### src/rtl/mcsr_pkg.sv
package mcsr_pkg;
    localparam int XLEN = 32;

    typedef enum logic [1:0] {
        PRIV_USER  = 2'd0,
        PRIV_SUPER = 2'd1,
        PRIV_HYPER = 2'd2,
        PRIV_MACH  = 2'd3
    } priv_e;

    typedef enum logic [1:0] {
        OP_WRITE = 2'd0,
        OP_SET   = 2'd1,
        OP_CLEAR = 2'd2,
        OP_RSVD  = 2'd3
    } csr_op_e;

    typedef enum logic [1:0] {
        EV_NONE = 2'd0,
        EV_TAKE_TRAP = 2'd1,
        EV_RETURN = 2'd2
    } ctl_ev_e;

    typedef enum logic [3:0] {
        ID_NONE, ID_STATUS, ID_ISA, ID_IE, ID_TVEC, ID_SCRATCH, ID_EPC,
        ID_CAUSE, ID_TVAL, ID_IP, ID_CYCLE, ID_INSTRET, ID_VENDOR,
        ID_ARCH, ID_IMP, ID_HART
    } csr_id_e;

    localparam logic [XLEN-1:0] ISA_VALUE  = 32'h4010_1105;
    localparam logic [XLEN-1:0] TVEC_MASK  = 32'hFFFF_FFFD;
    localparam logic [XLEN-1:0] EPC_MASK   = 32'hFFFF_FFFE;
    localparam logic [XLEN-1:0] CAUSE_MASK = 32'h8000_00FF;

    localparam int ST_IE   = 3;
    localparam int ST_PIE  = 7;
    localparam int ST_PP_LO = 11;
    localparam int ST_PP_HI = 12;
endpackage

### src/rtl/mcsr_decode.sv
module mcsr_decode
    import mcsr_pkg::*;
#(
    parameter int ADDR_W = 16
) (
    input  logic [ADDR_W-1:0] addr,
    input  logic [1:0]        op,
    input  logic [1:0]        priv,
    output csr_id_e           id,
    output logic              bad
);
    logic hi_bits;

    generate
        if (ADDR_W > 12) begin : g_wide
            assign hi_bits = |addr[ADDR_W-1:12];
        end else begin : g_narrow
            assign hi_bits = 1'b0;
        end
    endgenerate

    always_comb begin
        unique case (addr[11:0])
            12'h300: id = ID_STATUS;
            12'h301: id = ID_ISA;
            12'h304: id = ID_IE;
            12'h305: id = ID_TVEC;
            12'h340: id = ID_SCRATCH;
            12'h341: id = ID_EPC;
            12'h342: id = ID_CAUSE;
            12'h343: id = ID_TVAL;
            12'h344: id = ID_IP;
            12'hB00: id = ID_CYCLE;
            12'hB02: id = ID_INSTRET;
            12'hF11: id = ID_VENDOR;
            12'hF12: id = ID_ARCH;
            12'hF13: id = ID_IMP;
            12'hF14: id = ID_HART;
            default: id = ID_NONE;
        endcase
    end

    assign bad = hi_bits
               || (addr[9:8] > priv)
               || (id == ID_NONE)
               || (op == OP_RSVD);
endmodule

### src/rtl/mcsr_priv_fsm.sv
module mcsr_priv_fsm
    import mcsr_pkg::*;
(
    input  logic       clk,
    input  logic       rst_n,
    input  ctl_ev_e    ev,
    input  logic [1:0] ret_priv,
    output priv_e      priv
);
    priv_e cur, nxt;

    always_ff @(posedge clk or negedge rst_n) begin
        if (!rst_n) cur <= PRIV_MACH;
        else        cur <= nxt;
    end

    always_comb begin
        nxt = cur;
        unique case (ev)
            EV_TAKE_TRAP: nxt = PRIV_MACH;
            EV_RETURN:    nxt = priv_e'(ret_priv);
            default:      nxt = cur;
        endcase
    end

    assign priv = cur;
endmodule

### src/rtl/mcsr_trap_target.sv
module mcsr_trap_target
    import mcsr_pkg::*;
(
    input  logic [XLEN-1:0] tvec,
    input  logic            is_irq,
    input  logic [XLEN-3:0] code,
    output logic [XLEN-1:0] target
);
    logic [XLEN-1:0] base;

    assign base = {tvec[XLEN-1:1], 1'b0};

    always_comb begin
        if (tvec[0] && is_irq) target = base + {code, 2'b00};
        else                   target = base;
    end
endmodule

### src/rtl/mcsr_trap_unit.sv
module mcsr_trap_unit
    import mcsr_pkg::*;
#(
    parameter int ADDR_W = 16
) (
    input  logic              clk,
    input  logic              rst_n,
    input  logic              csr_req,
    input  logic [ADDR_W-1:0] csr_addr,
    input  logic [1:0]        csr_op,
    input  logic [XLEN-1:0]   csr_wdata,
    output logic [XLEN-1:0]   csr_rdata,
    output logic              csr_illegal,
    input  logic              trap_req,
    input  logic [XLEN-1:0]   trap_cause,
    input  logic [XLEN-1:0]   trap_pc,
    input  logic              mret_req,
    output logic [XLEN-1:0]   redirect_pc,
    output logic [1:0]        priv_level
);
    logic [XLEN-1:0] r_status, r_ie, r_tvec, r_scratch, r_epc, r_cause, r_cycle;
    logic [XLEN-1:0] rd_val, wr_val, vec_target, st_next;
    csr_id_e         id;
    logic            bad, legal_req, do_write;
    ctl_ev_e         ev;
    priv_e           priv;

    mcsr_decode #(.ADDR_W(ADDR_W)) u_decode (
        .addr (csr_addr),
        .op   (csr_op),
        .priv (priv),
        .id   (id),
        .bad  (bad)
    );

    always_comb begin
        if (trap_req)      ev = EV_TAKE_TRAP;
        else if (mret_req) ev = EV_RETURN;
        else               ev = EV_NONE;
    end

    mcsr_priv_fsm u_priv (
        .clk      (clk),
        .rst_n    (rst_n),
        .ev       (ev),
        .ret_priv (r_status[ST_PP_HI:ST_PP_LO]),
        .priv     (priv)
    );

    mcsr_trap_target u_target (
        .tvec   (r_tvec),
        .is_irq (trap_cause[XLEN-1]),
        .code   (trap_cause[XLEN-3:0]),
        .target (vec_target)
    );

    assign legal_req = csr_req && !bad;
    assign do_write  = legal_req && (ev == EV_NONE);

    always_comb begin
        unique case (id)
            ID_STATUS:             rd_val = r_status;
            ID_ISA:                rd_val = ISA_VALUE;
            ID_IE:                 rd_val = r_ie;
            ID_TVEC:               rd_val = r_tvec;
            ID_SCRATCH:            rd_val = r_scratch;
            ID_EPC:                rd_val = r_epc;
            ID_CAUSE:              rd_val = r_cause;
            ID_CYCLE, ID_INSTRET:  rd_val = r_cycle;
            default:               rd_val = '0;
        endcase
    end

    always_comb begin
        unique case (csr_op_e'(csr_op))
            OP_WRITE: wr_val = csr_wdata;
            OP_SET:   wr_val = rd_val | csr_wdata;
            OP_CLEAR: wr_val = rd_val & ~csr_wdata;
            default:  wr_val = rd_val;
        endcase
    end

    always_comb begin
        st_next = r_status;
        unique case (ev)
            EV_TAKE_TRAP: begin
                st_next[ST_PP_HI:ST_PP_LO] = priv;
                if (r_status[ST_IE]) st_next[ST_PIE] = 1'b1;
                st_next[ST_IE] = 1'b0;
            end
            EV_RETURN: begin
                if (r_status[ST_PIE]) st_next[ST_IE] = 1'b1;
                st_next[ST_PIE] = 1'b0;
            end
            default: begin
                if (do_write && id == ID_STATUS) st_next = wr_val;
            end
        endcase
    end

    always_ff @(posedge clk or negedge rst_n) begin
        if (!rst_n) begin
            r_status  <= '0;
            r_ie      <= '0;
            r_tvec    <= '0;
            r_scratch <= '0;
            r_epc     <= '0;
            r_cause   <= '0;
            r_cycle   <= '0;
        end else begin
            r_status <= st_next;
            if (do_write && (id == ID_CYCLE || id == ID_INSTRET)) r_cycle <= wr_val;
            else                                                   r_cycle <= r_cycle + 1'b1;
            if (ev == EV_TAKE_TRAP) begin
                r_cause <= trap_cause;
                r_epc   <= trap_pc;
            end else if (do_write) begin
                if (id == ID_CAUSE) r_cause <= wr_val & CAUSE_MASK;
                if (id == ID_EPC)   r_epc   <= wr_val & EPC_MASK;
            end
            if (do_write && id == ID_IE)      r_ie      <= wr_val;
            if (do_write && id == ID_TVEC)    r_tvec    <= wr_val & TVEC_MASK;
            if (do_write && id == ID_SCRATCH) r_scratch <= wr_val;
        end
    end

    always_comb begin
        unique case (ev)
            EV_TAKE_TRAP: redirect_pc = vec_target;
            EV_RETURN:    redirect_pc = r_epc;
            default:      redirect_pc = '0;
        endcase
    end

    assign csr_rdata   = legal_req ? rd_val : '0;
    assign csr_illegal = csr_req && bad;
    assign priv_level  = priv;
endmodule

### config.mk
export PLATFORM = sky130hd
export DESIGN_NAME = mcsr_trap_unit
export DESIGN_NICKNAME = d
export VERILOG_FILES = /design/src/rtl/mcsr_pkg.sv /design/src/rtl/mcsr_decode.sv /design/src/rtl/mcsr_priv_fsm.sv /design/src/rtl/mcsr_trap_target.sv /design/src/rtl/mcsr_trap_unit.sv
export SDC_FILE = /design/constraint.sdc
export NUM_CORES = 1
export LEC_CHECK = 0
export BUFFER_PORTS_ARGS = -buffer_cell sky130_fd_sc_hd__buf_2
export CORE_UTILIZATION = 40
export DETAILED_ROUTE_END_ITERATION = 16
export GPL_TIMING_DRIVEN = 0
export PLACE_DENSITY = 0.56
export SLEW_MARGIN = 20
export SYNTH_ARGS = -nofsm -noshare
export SYNTH_HDL_FRONTEND = slang
export SYNTH_SLANG_ARGS = --single-unit
### constraint.sdc
create_clock -name clk -period 4.2 [get_ports clk]
set_input_delay 0.84 -clock clk [delete_from_list [all_inputs] [get_ports clk]]
set_output_delay 0.84 -clock clk [all_outputs]
set_load 0.02 [all_outputs]
==> results of run 1 <==
-- per-stage QoR --
stage                     hold slack (ns)  setup WS (ns)  power [W]  std cells  cell area [µm²]
after global routing                0.270        -0.0324    0.00564       2327            17300
final                               0.230         0.0110    0.00551       2327            17300
after global placement              0.461          -1.97    0.00287       2251            15400
after detailed placement            0.469         -0.594    0.00289       2253            15500
after floorplan                     0.449         0.0341    0.00260       1615            14000
after CTS                           0.245       -0.00477    0.00550       2316            17000
-- area by class of cell --
| type | count | area share |
|---|---|---|
| multi-input combinational | 1229 | 0.471 |
| sequential | 225 | 0.326 |
| timing repair buffer | 209 | 0.0712 |
| clock buffer | 41 | 0.0503 |
| tap | 455 | 0.0329 |
| buffer | 109 | 0.0304 |
| inverter | 48 | 0.0105 |
| clock inverter | 11 | 0.00788 |
-- placed cells by master (no fill, tap or decap), drive strengths merged, types with 6 or more instances in the layout --
master / netlist / final
clkinv: 0 / 7
o31ai: 6 / 6
ha: 32 / 32
a32oi: 7 / 7
o21bai: 6 / 6
nand2: 270 / 270
nand4: 8 / 8
a22o: 10 / 10
xor2: 25 / 25
a211oi: 8 / 8
mux2: 26 / 26
clkbuf: 91 / 126
nor2: 82 / 82
inv: 48 / 48
buf: 22 / 231
mux2i: 34 / 34
a2bb2oi: 28 / 28
and2: 40 / 40
a21o: 13 / 13
a21oi: 81 / 81
o21ai: 277 / 277
a31oi: 40 / 40
a221oi: 30 / 30
nor2b: 16 / 16
a22oi: 32 / 32
nor3: 9 / 9
dfrtp: 223 / 223
and3: 14 / 14
nand3: 32 / 32
xnor2: 30 / 30
-- flip-flops by register name, summed over array words and instances, names as in the netlist --
name         count
r_status        32
r_tvec          31
u_priv.priv      2
r_cause         32
r_cycle         32
r_scratch       32
r_epc           32
r_ie            32
-- worst max path at each step --
stage,endpoint,slack [ns],cells after the start
final,redirect_pc[23],0.01,12
after global routing,redirect_pc[24],-0.03,13
after CTS,redirect_pc[24],-0.005,11
after detailed placement,csr_rdata[10],-0.59,12
after global placement,r_status[25]$_DFFE_PN0P_,-1.97,1
after floorplan,redirect_pc[30],0.03,12
-- kinds of logic after synthesis --
group           count (synthesis)  synth area share
mux                            60            0.0453
fa+ha+maj                      33            0.0301
flops                         225             0.403
compound gates                582             0.277
buf+inv                       161            0.0455
xor+xnor                       55            0.0345
simple gates                  499             0.165
-- layer usage --
| metal | global-route usage | vias to the layer above | wire length (µm) |
|---|---|---|---|
| met5 | 0 | - | 0 |
| met2 | 0.521 | 689 | 27300 |
| met1 | 0.447 | 6971 | 25400 |
| li1 | - | 6295 | - |
| met4 | 0.158 | 0 | 3010 |
| met3 | 0.0449 | 170 | 4410 |
-- power breakdown --
group	switching (W)	internal (W)	total [W]
Sequential	0.0000543	0.00223	0.00229
Combinational	0.000390	0.000210	0.000600
Clock	0.00101	0.00161	0.00262
Total	0.00145	0.00405	0.00551
-- repair_timing --
action / 4_1_cts / 5_1_grt
cloned: 0 / 1
endpoints found under the setup margin: 47 / 43
endpoints found under the hold margin: 0 / 0
resized for setup: 90 / 62
pin swaps: 16 / 14
setup buffers: 15 / 10
==> metrics, run 1 <==
min cycle time layout 4.19 ns; IR drop worst, VDD 293 µV; WS Path Type flip-flop to output pin; Post-synth ARST share 1.00; hold_buf cts 0; first-pass GRT wire length 87,100 µm; Final #Nets 2,002; DPL Wire Length 42,000 µm; CTS tree done; root buffer cell clkbuf_16; Critical Path RT 3.36 ns; Post-Syn Nets 1,767; Starting Density 0.405; CP bufs+invs 2; most common cell in the netlist o21ai_0; H-tree levels 1; # port buffers 181; Worst-Skew Late Latency 0.56 ns; Seq cells post-synth 225; gpl congestion 0.992; Core ar. 34,500 µm²; Final setup violation count 0; Post-Synthesis Cell Area 14,000 µm²; CP arrival 3.35 ns; Hold WC Path Type input port to async pin; Layout Utilization 0.503; cts bufs inserted 28; DR vias/cell 6.07; Crit. End Element output pin; Tightest Pin Transition 1.12 ns; CTS clk-pin slew, worst paths 0.06 ns; Unique masters post-synth 81; Avg WL per Cell 25.8 µm; grt total ovfl 0; total vias in the final route 14,100; chip height 189 µm; RSZ-0062 raised after global routing true; R2R Setup Slk 0.70 ns; number of antenna diodes 0; top post-synthesis cells by area dfrtp_1, o21ai_0, nand2_1; GRT Util Overall 0.330; Critical Path Max Stage Delay 0.43 ns; crit path cell chain ha_2 > a21oi_1 > o21ai_1 > a21oi_2 > buf_4 > a31oi_4 > nor3_1 > o31ai_1 > a21oi_1 > xor2_1 > o21ai_1 > buf_2; status finished, final reports clean; total die area 35,700 µm²; P_leak 7.70 nW; Routed Antenna Nets 0; synth cell count leaders o21ai_0, nand2_1, dfrtp_1, clkbuf_1; slowest stage cell on the critical path dfrtp_1; number of global-route vias before repair 13,600; FP Rows 68; Synth Instances 1,615; Cell Pwr Density 318 nW/µm²; Max Cap Viol 0; syn_area_per_cell 8.65 µm²; Multi-input gate area 8160 µm²; post-synth top area cell dfrtp_1; IO Count 186; CTS Buffer Depth 3; Register Area 5640 µm²; end of the worst register-to-register path r_cause[17]$_DFFE_PN0P_; Die Wd 189 µm; filler instances 3,391; RR Startpoint u_priv.priv[1]$_DFFE_PN1P_; worst r2r path cells 11; Final Skew 0.0150 ns; Top FF cell, synth dfrtp_1; Sink Count 225; fmax 0.239 GHz; area delta synth->final 24.0%; YS warnings 0; CP max FO 6; initial antenna violation count 0; Final Hold Fails 0; largest net degree at the start of global routing 86; fin. max-slew vios 0; Worst slew margin 0.253; period utilization 0.997; DRT iter0 DRCs 1,527; TritonRoute pass-1 iters 5; register area share after synthesis 0.403; DRC 0; detailed-route wire length 60,100 µm; Top Family by Delay on Critical Path compound AO/OA/AOI/OAI gates; share of cells above drive strength 1 0.237; Synth top area share 0.399; Critical Path Source Type flip-flop; Post-synth EDFFs 0; CP startpoint r_tvec[8]$_DFFE_PN0P_; Setup Total Neg Slack 0 ns
Power figures use the tool's default switching activity.
==> inputs of run 2 (changes only) <==
BUFFER_PORTS_ARGS = unset   (was -buffer_cell sky130_fd_sc_hd__buf_2)
CTS_CLUSTER_DIAMETER = 80   (was unset)
DONT_BUFFER_PORTS = 1   (was unset)
PLACE_DENSITY = 0.51   (was 0.56)
clock period = 4.5 ns   (was 4.2 ns; I/O delays follow)
==> metrics, run 2 (synthesized netlist as in run 1, its figures left out) <==
CTS tree done (unchanged); IR drop worst, VDD 283 µV (was 293 µV); Max Cap Viol 0 (unchanged); Routed Antenna Nets 0 (unchanged); IO Count 186 (unchanged); Post-DP Area 14,500 µm² (was 15,500 µm²); area delta synth->final 13.0% (was 24.0%); DRC 0 (unchanged); Cell Pwr Density 311 nW/µm² (was 318 nW/µm²); period utilization 0.991; DPL Wire Length 42,400 µm (was 42,000 µm); Worst slew margin 0.214 (was 0.253); detailed-route wire length 60,200 µm (was 60,100 µm); FP Rows 68 (unchanged); Final Skew 0.0188 ns (was 0.0150 ns); H-tree levels 1 (unchanged); number of global-route vias before repair 12,800 (was 13,600); GRT Util Overall 0.336 (was 0.330); design area 15,800 µm² (was 17,300 µm²); Worst-Skew Late Latency 0.56 ns (about the same); Die Wd 189 µm (unchanged); TritonRoute pass-1 iters 6 (was 5); Core ar. 34,500 µm² (unchanged); grt total ovfl 0 (unchanged); Crit. End Element output pin (unchanged); worst r2r path cells 11 (unchanged); cts bufs inserted 29 (was 28); Final setup violation count 0 (unchanged); CP max FO 10 (was 6); P_leak 6.65 nW (was 7.70 nW); share of cells above drive strength 1 0.133 (was 0.237); Layout Utilization 0.458 (was 0.503); DR vias/cell 6.23 (was 6.07); commonest non-fill, non-tap cell in the layout nand2_1 (unchanged); total die area 35,700 µm² (unchanged); Avg WL per Cell 28.4 µm (was 25.8 µm); end of the worst register-to-register path r_cause[20]$_DFFE_PN0P_ (was r_cause[17]$_DFFE_PN0P_); # port buffers 0 (was 181); min cycle time layout 4.46 ns; root buffer cell clkbuf_16 (unchanged); Starting Density 0.405 (unchanged); gpl congestion 0.936 (was 0.992); Final #Nets 1,799 (was 2,002); Tightest Pin Transition 1.18 ns (was 1.12 ns); Final Hold Slack 0.0508 ns (was 0.230 ns); status finished, final reports clean (unchanged); chip height 189 µm (unchanged); initial antenna violation count 4 (was 0); CP startpoint csr_addr[7] (was r_tvec[8]$_DFFE_PN0P_); CTS clk-pin slew, worst paths 0.06 ns (about the same); Critical Path Source Type input port (was flip-flop); CP arrival 3.56 ns (was 3.35 ns); total vias in the final route 13,200 (was 14,100); Critical Path RT 3.60 ns (was 3.36 ns); fin. max-slew vios 0 (unchanged); RR Startpoint u_priv.priv[1]$_DFFE_PN1P_ (unchanged); DRT iter0 DRCs 1,280 (was 1,527); RSZ-0062 raised after global routing true (unchanged); Sink Count 225 (unchanged); largest net degree at the start of global routing 226 (was 86); fmax 0.224 GHz; Final Hold Fails 0 (unchanged); commonest cells after routing, fill and taps aside nand2_1, o21ai_0, dfrtp_1 (unchanged); R2R Setup Slk 0.91 ns (was 0.70 ns); WS Path Type input port to output pin (was flip-flop to output pin); hold_buf cts 0 (unchanged); Setup crit end csr_rdata[12] (was redirect_pc[23]); Hold WC Path Type input port to async pin (unchanged); CTS Buffer Depth 3 (unchanged); first-pass GRT wire length 87,600 µm (was 87,100 µm); filler instances 3,549 (was 3,391)
==> run 2: changes by cell type in the layout (fill, tap and decap cells not counted), moves of 5 or more <==
cell      delta
a221oi_2     +6
a221oi_4     -8
buf_2      -170
buf_4       -34
clkbuf_1    +15
ha_1         +6
ha_4         -6
nor2_1      -16
nor2_2      +17
o21ai_1      -5
o21ai_2      +5
==> run 2: report_power, final <==
part           total (W)  internal, W  switching (W)
logic           0.000412     0.000140       0.000272
registers        0.00213      0.00208      0.0000520
clock network    0.00236      0.00144       0.000921
==> run 2: worst min path at each step <==
| stage | to | slack (ns) | cells past startpoint |
|---|---|---|---|
| 4_1_cts | r_epc[11]$_DFFE_PN0P_ | 0.04 | 0 |
| 2_1_floorplan | r_status[10]$_DFFE_PN0P_ | 0.45 | 2 |
| 6_report | r_ie[5]$_DFFE_PN0P_ | 0.05 | 0 |
| 3_3_place_gp | r_scratch[21]$_DFFE_PN0P_ | 0.46 | 2 |
| 5_1_grt | r_ie[5]$_DFFE_PN0P_ | 0.03 | 0 |
| 3_5_place_dp | r_status[30]$_DFFE_PN0P_ | 0.47 | 2 |
==> run 2: area by class of cell <==
cell class | count | area, µm² | share of cell area
multi-input cells | 1229 | 7950 | 0.504
well taps | 455 | 569 | 0.0361
flip-flops and latches | 225 | 5630 | 0.357
plain buffers | 112 | 483 | 0.0306
clock buffers | 42 | 835 | 0.0529
repair buffers | 2 | 15.0 | 0.000951
clock inverters | 8 | 118 | 0.00745
diodes | 1 | 2.50 | 0.000159
inverters | 48 | 180 | 0.0114
==> run 2: critical path, stage by stage <==
cell and delay, ns:
and4bb_2 0.39, nand2b_1 0.27, or4_4 0.60, a21oi_2 0.20, o311ai_4 0.21, clkbuf_2 0.40
nor2_1 0.58
==> run 2: repair_timing <==
action	4_1_cts	5_1_grt
gates resized for setup	38	50
endpoints found under the hold margin	0	0
setup buffers	1	1
setup endpoints to repair	43	31
pin swaps	0	4
==> run 2: stage by stage <==
step	instances	power, W	setup WS [ns]	TNS, ns
after floorplan	1615	0.00242	0.214	0
after global placement	2070	0.00256	-0.481	-11.86
after detailed placement	2070	0.00256	-0.506	-12.02
after CTS	2120	0.00491	-0.0207	-0.0207
after global routing	2122	0.00505	-0.0183	-0.0368
final	2122	0.00491	0.0390	0
==> run 2: routing by layer <==
| metal | share of wire | track usage |
|---|---|---|
| met5 | 0.00022 | 0 |
| met4 | 0.034 | 0.107 |
| met3 | 0.071 | 0.0612 |
| met2 | 0.47 | 0.550 |
| met1 | 0.43 | 0.449 |
==> inputs of run 3 (changes only) <==
PLACE_DENSITY = 0.53   (was 0.51)
clock period = 3.9 ns   (was 4.5 ns; I/O delays follow)
==> metrics, run 3 (synthesized netlist as in run 1, its figures left out) <==
status finished with violations (was finished, final reports clean); failing checks hold timing, setup timing; Starting Density 0.405 (unchanged); Register Area 5640 µm² (was 5630 µm²); GRT Util Overall 0.335 (was 0.336); Hold WC Path Type input port to async pin (unchanged); chip height 189 µm (unchanged); Critical Path RT 3.12 ns (was 3.60 ns); IO Count 186 (unchanged); fmax 0.244 GHz; area delta synth->final 19.5% (was 13.0%); fin worst setup slack -0.206 ns (was 0.0390 ns); Placed Cells 2,070 (unchanged); Routed Antenna Nets 0 (unchanged); Worst slew margin 0.174 (was 0.214); Final #Nets 1,833 (was 1,799); FP Rows 68 (unchanged); gpl congestion 0.969 (was 0.936); largest net degree at the start of global routing 226 (unchanged); Final Hold Fails 162 (was 0); commonest non-fill, non-tap cell in the layout nand2_1 (unchanged); detailed-route wire length 61,200 µm (was 60,200 µm); fin. max-slew vios 0 (unchanged); grt total ovfl 0 (unchanged); P_leak 6.92 nW (was 6.65 nW); Final setup violation count 9 (was 0); Sink Count 225 (unchanged); Core ar. 34,500 µm² (unchanged); Max Cap Viol 0 (unchanged); number of global-route vias before repair 13,200 (was 12,800); period utilization 1.05; DRC 0 (unchanged); min cycle time layout 4.11 ns; final std cells w/o fill 2,158 (was 2,122); H-tree levels 1 (unchanged); Crit. End Element output pin (unchanged); share of cells above drive strength 1 0.195 (was 0.133); commonest cells after routing, fill and taps aside nand2_1, o21ai_0, dfrtp_1 (unchanged); Switching Fraction 0.260 (was 0.254); Multi-input gate area 8440 µm² (was 7950 µm²); TritonRoute pass-1 iters 5 (was 6); initial antenna violation count 4 (unchanged); first-pass GRT wire length 88,100 µm (was 87,600 µm); Flop pwr share 0.437 (was 0.435); CTS clk-pin slew, worst paths 0.07 ns (was 0.06 ns); Die Wd 189 µm (unchanged); Critical Path Source Type flip-flop (was input port); Avg WL per Cell 28.4 µm (about the same); Cell Pwr Density 338 nW/µm² (was 311 nW/µm²); cts bufs inserted 28 (was 29); total die area 35,700 µm² (unchanged); WS Path Type flip-flop to output pin (was input port to output pin); CP arrival 3.33 ns (was 3.56 ns); CTS Buffer Depth 3 (unchanged); Tightest Pin Transition 1.24 ns (was 1.18 ns); share of power burned in the clock network 0.474 (was 0.481); Switching Power 0.00147 W (was 0.00125 W); # port buffers 0 (unchanged); DPL Wire Length 41,600 µm (was 42,400 µm); Final Hold Slack -0.0814 ns (was 0.0508 ns); Layout Utilization 0.485 (was 0.458); root buffer cell clkbuf_16 (unchanged); filler instances 3,356 (was 3,549); CTS tree done (unchanged); DR vias/cell 6.29 (was 6.23); CP max FO 4 (was 10); Worst-Skew Late Latency 0.56 ns (about the same); combinational share of power 0.090 (was 0.084); IR drop worst, VDD 322 µV (was 283 µV); Final Skew 0.0109 ns (was 0.0188 ns); P_int 0.00417 W (was 0.00366 W); RSZ-0062 raised after global routing true (unchanged); DRT iter0 DRCs 1,338 (was 1,280); total vias in the final route 13,600 (was 13,200)
run 3: changes by cell type in the layout (fill, tap and decap cells not counted), moves of 10 or more:
| cell | previous run | this run |
|---|---|---|
| buf_4 | 3 | 41 |
| clkbuf_1 | 86 | 72 |
| nor2_1 | 61 | 48 |
| ha_1 | 28 | 17 |
| a221oi_4 | 0 | 10 |
run 3: final timing paths:
check                                           startpoint                   endpoint  slack, ns  depth (start not counted)
worst max-delay path                 r_tvec[2]$_DFFE_PN0P_            redirect_pc[30]      -0.21                         12
worst min register to register   r_scratch[21]$_DFFE_PN0P_  r_scratch[21]$_DFFE_PN0P_       0.48                          2
worst min-delay path                                 rst_n        r_ie[5]$_DFFE_PN0P_      -0.08                          0
max in group asynchronous                            rst_n    r_cause[20]$_DFFE_PN0P_       3.56                          0
min in group clk                            trap_cause[28]    r_cause[28]$_DFFE_PN0P_       0.34                          2
worst max register to register  u_priv.priv[1]$_DFFE_PN1P_    r_cause[15]$_DFFE_PN0P_       0.37                         11
run 3: critical path, cell delays in order, from the launching register on:
cell and delay (ns):
dfrtp_1 0.37, ha_2 0.21, inv_2 0.04, fa_2 0.37
inv_2 0.05, a21o_1 0.14, a41o_4 0.27, a21oi_4 0.10
o311ai_2 0.31, nand2_2 0.15, o311a_1 0.33, xnor2_1 0.14
o21ai_2 0.27
run 3: power by group through the flow:
stage                     clock, W  sequential (W)  combinational, W
after floorplan                  0         0.00248          0.000321
after global placement           0         0.00250          0.000451
after detailed placement         0         0.00250          0.000456
after CTS                  0.00268         0.00246          0.000479
after global routing       0.00277         0.00247          0.000541
final                      0.00267         0.00246          0.000505
run 3: metrics by stage:
| stage | setup WS [ns] | total power [W] | setup TNS (ns) | cell area [µm²] |
|---|---|---|---|---|
| after floorplan | 0.00505 | 0.00280 | 0 | 14000 |
| after global placement | -0.750 | 0.00295 | -66.21 | 14500 |
| after detailed placement | -0.810 | 0.00296 | -72.81 | 14500 |
| after CTS | -0.156 | 0.00562 | -0.408 | 16300 |
| after global routing | -0.272 | 0.00578 | -1.74 | 16700 |
| final | -0.206 | 0.00564 | -0.981 | 16700 |
run 3: final cells by class:
type | count | area share
diodes | 2 | 0.000300
plain buffers | 108 | 0.0328
clock buffers | 44 | 0.0522
clock inverters | 6 | 0.00382
inverters | 48 | 0.0108
multi-input cells | 1229 | 0.506
flip-flops and latches | 225 | 0.338
well taps | 455 | 0.0341
repair buffers | 41 | 0.0226
run 3: layer usage:
metal / wire [µm] / vias up / track usage / share of wire
met5: 13 / - / 0 / 0.00021
met1: 25600 / 6857 / 0.439 / 0.42
met3: 5000 / 155 / 0.0799 / 0.082
li1: - / 5940 / - / -
met2: 27900 / 611 / 0.532 / 0.46
met4: 2620 / 2 / 0.135 / 0.043
run 3: repair_timing:
action / 4_1_cts / 5_1_grt
setup endpoints to repair: 54 / 50
setup buffers: 22 / 17
pin swaps: 30 / 43
resized for setup: 161 / 74
cloned: 1 / 1
hold endpoints to repair: 223 / 223
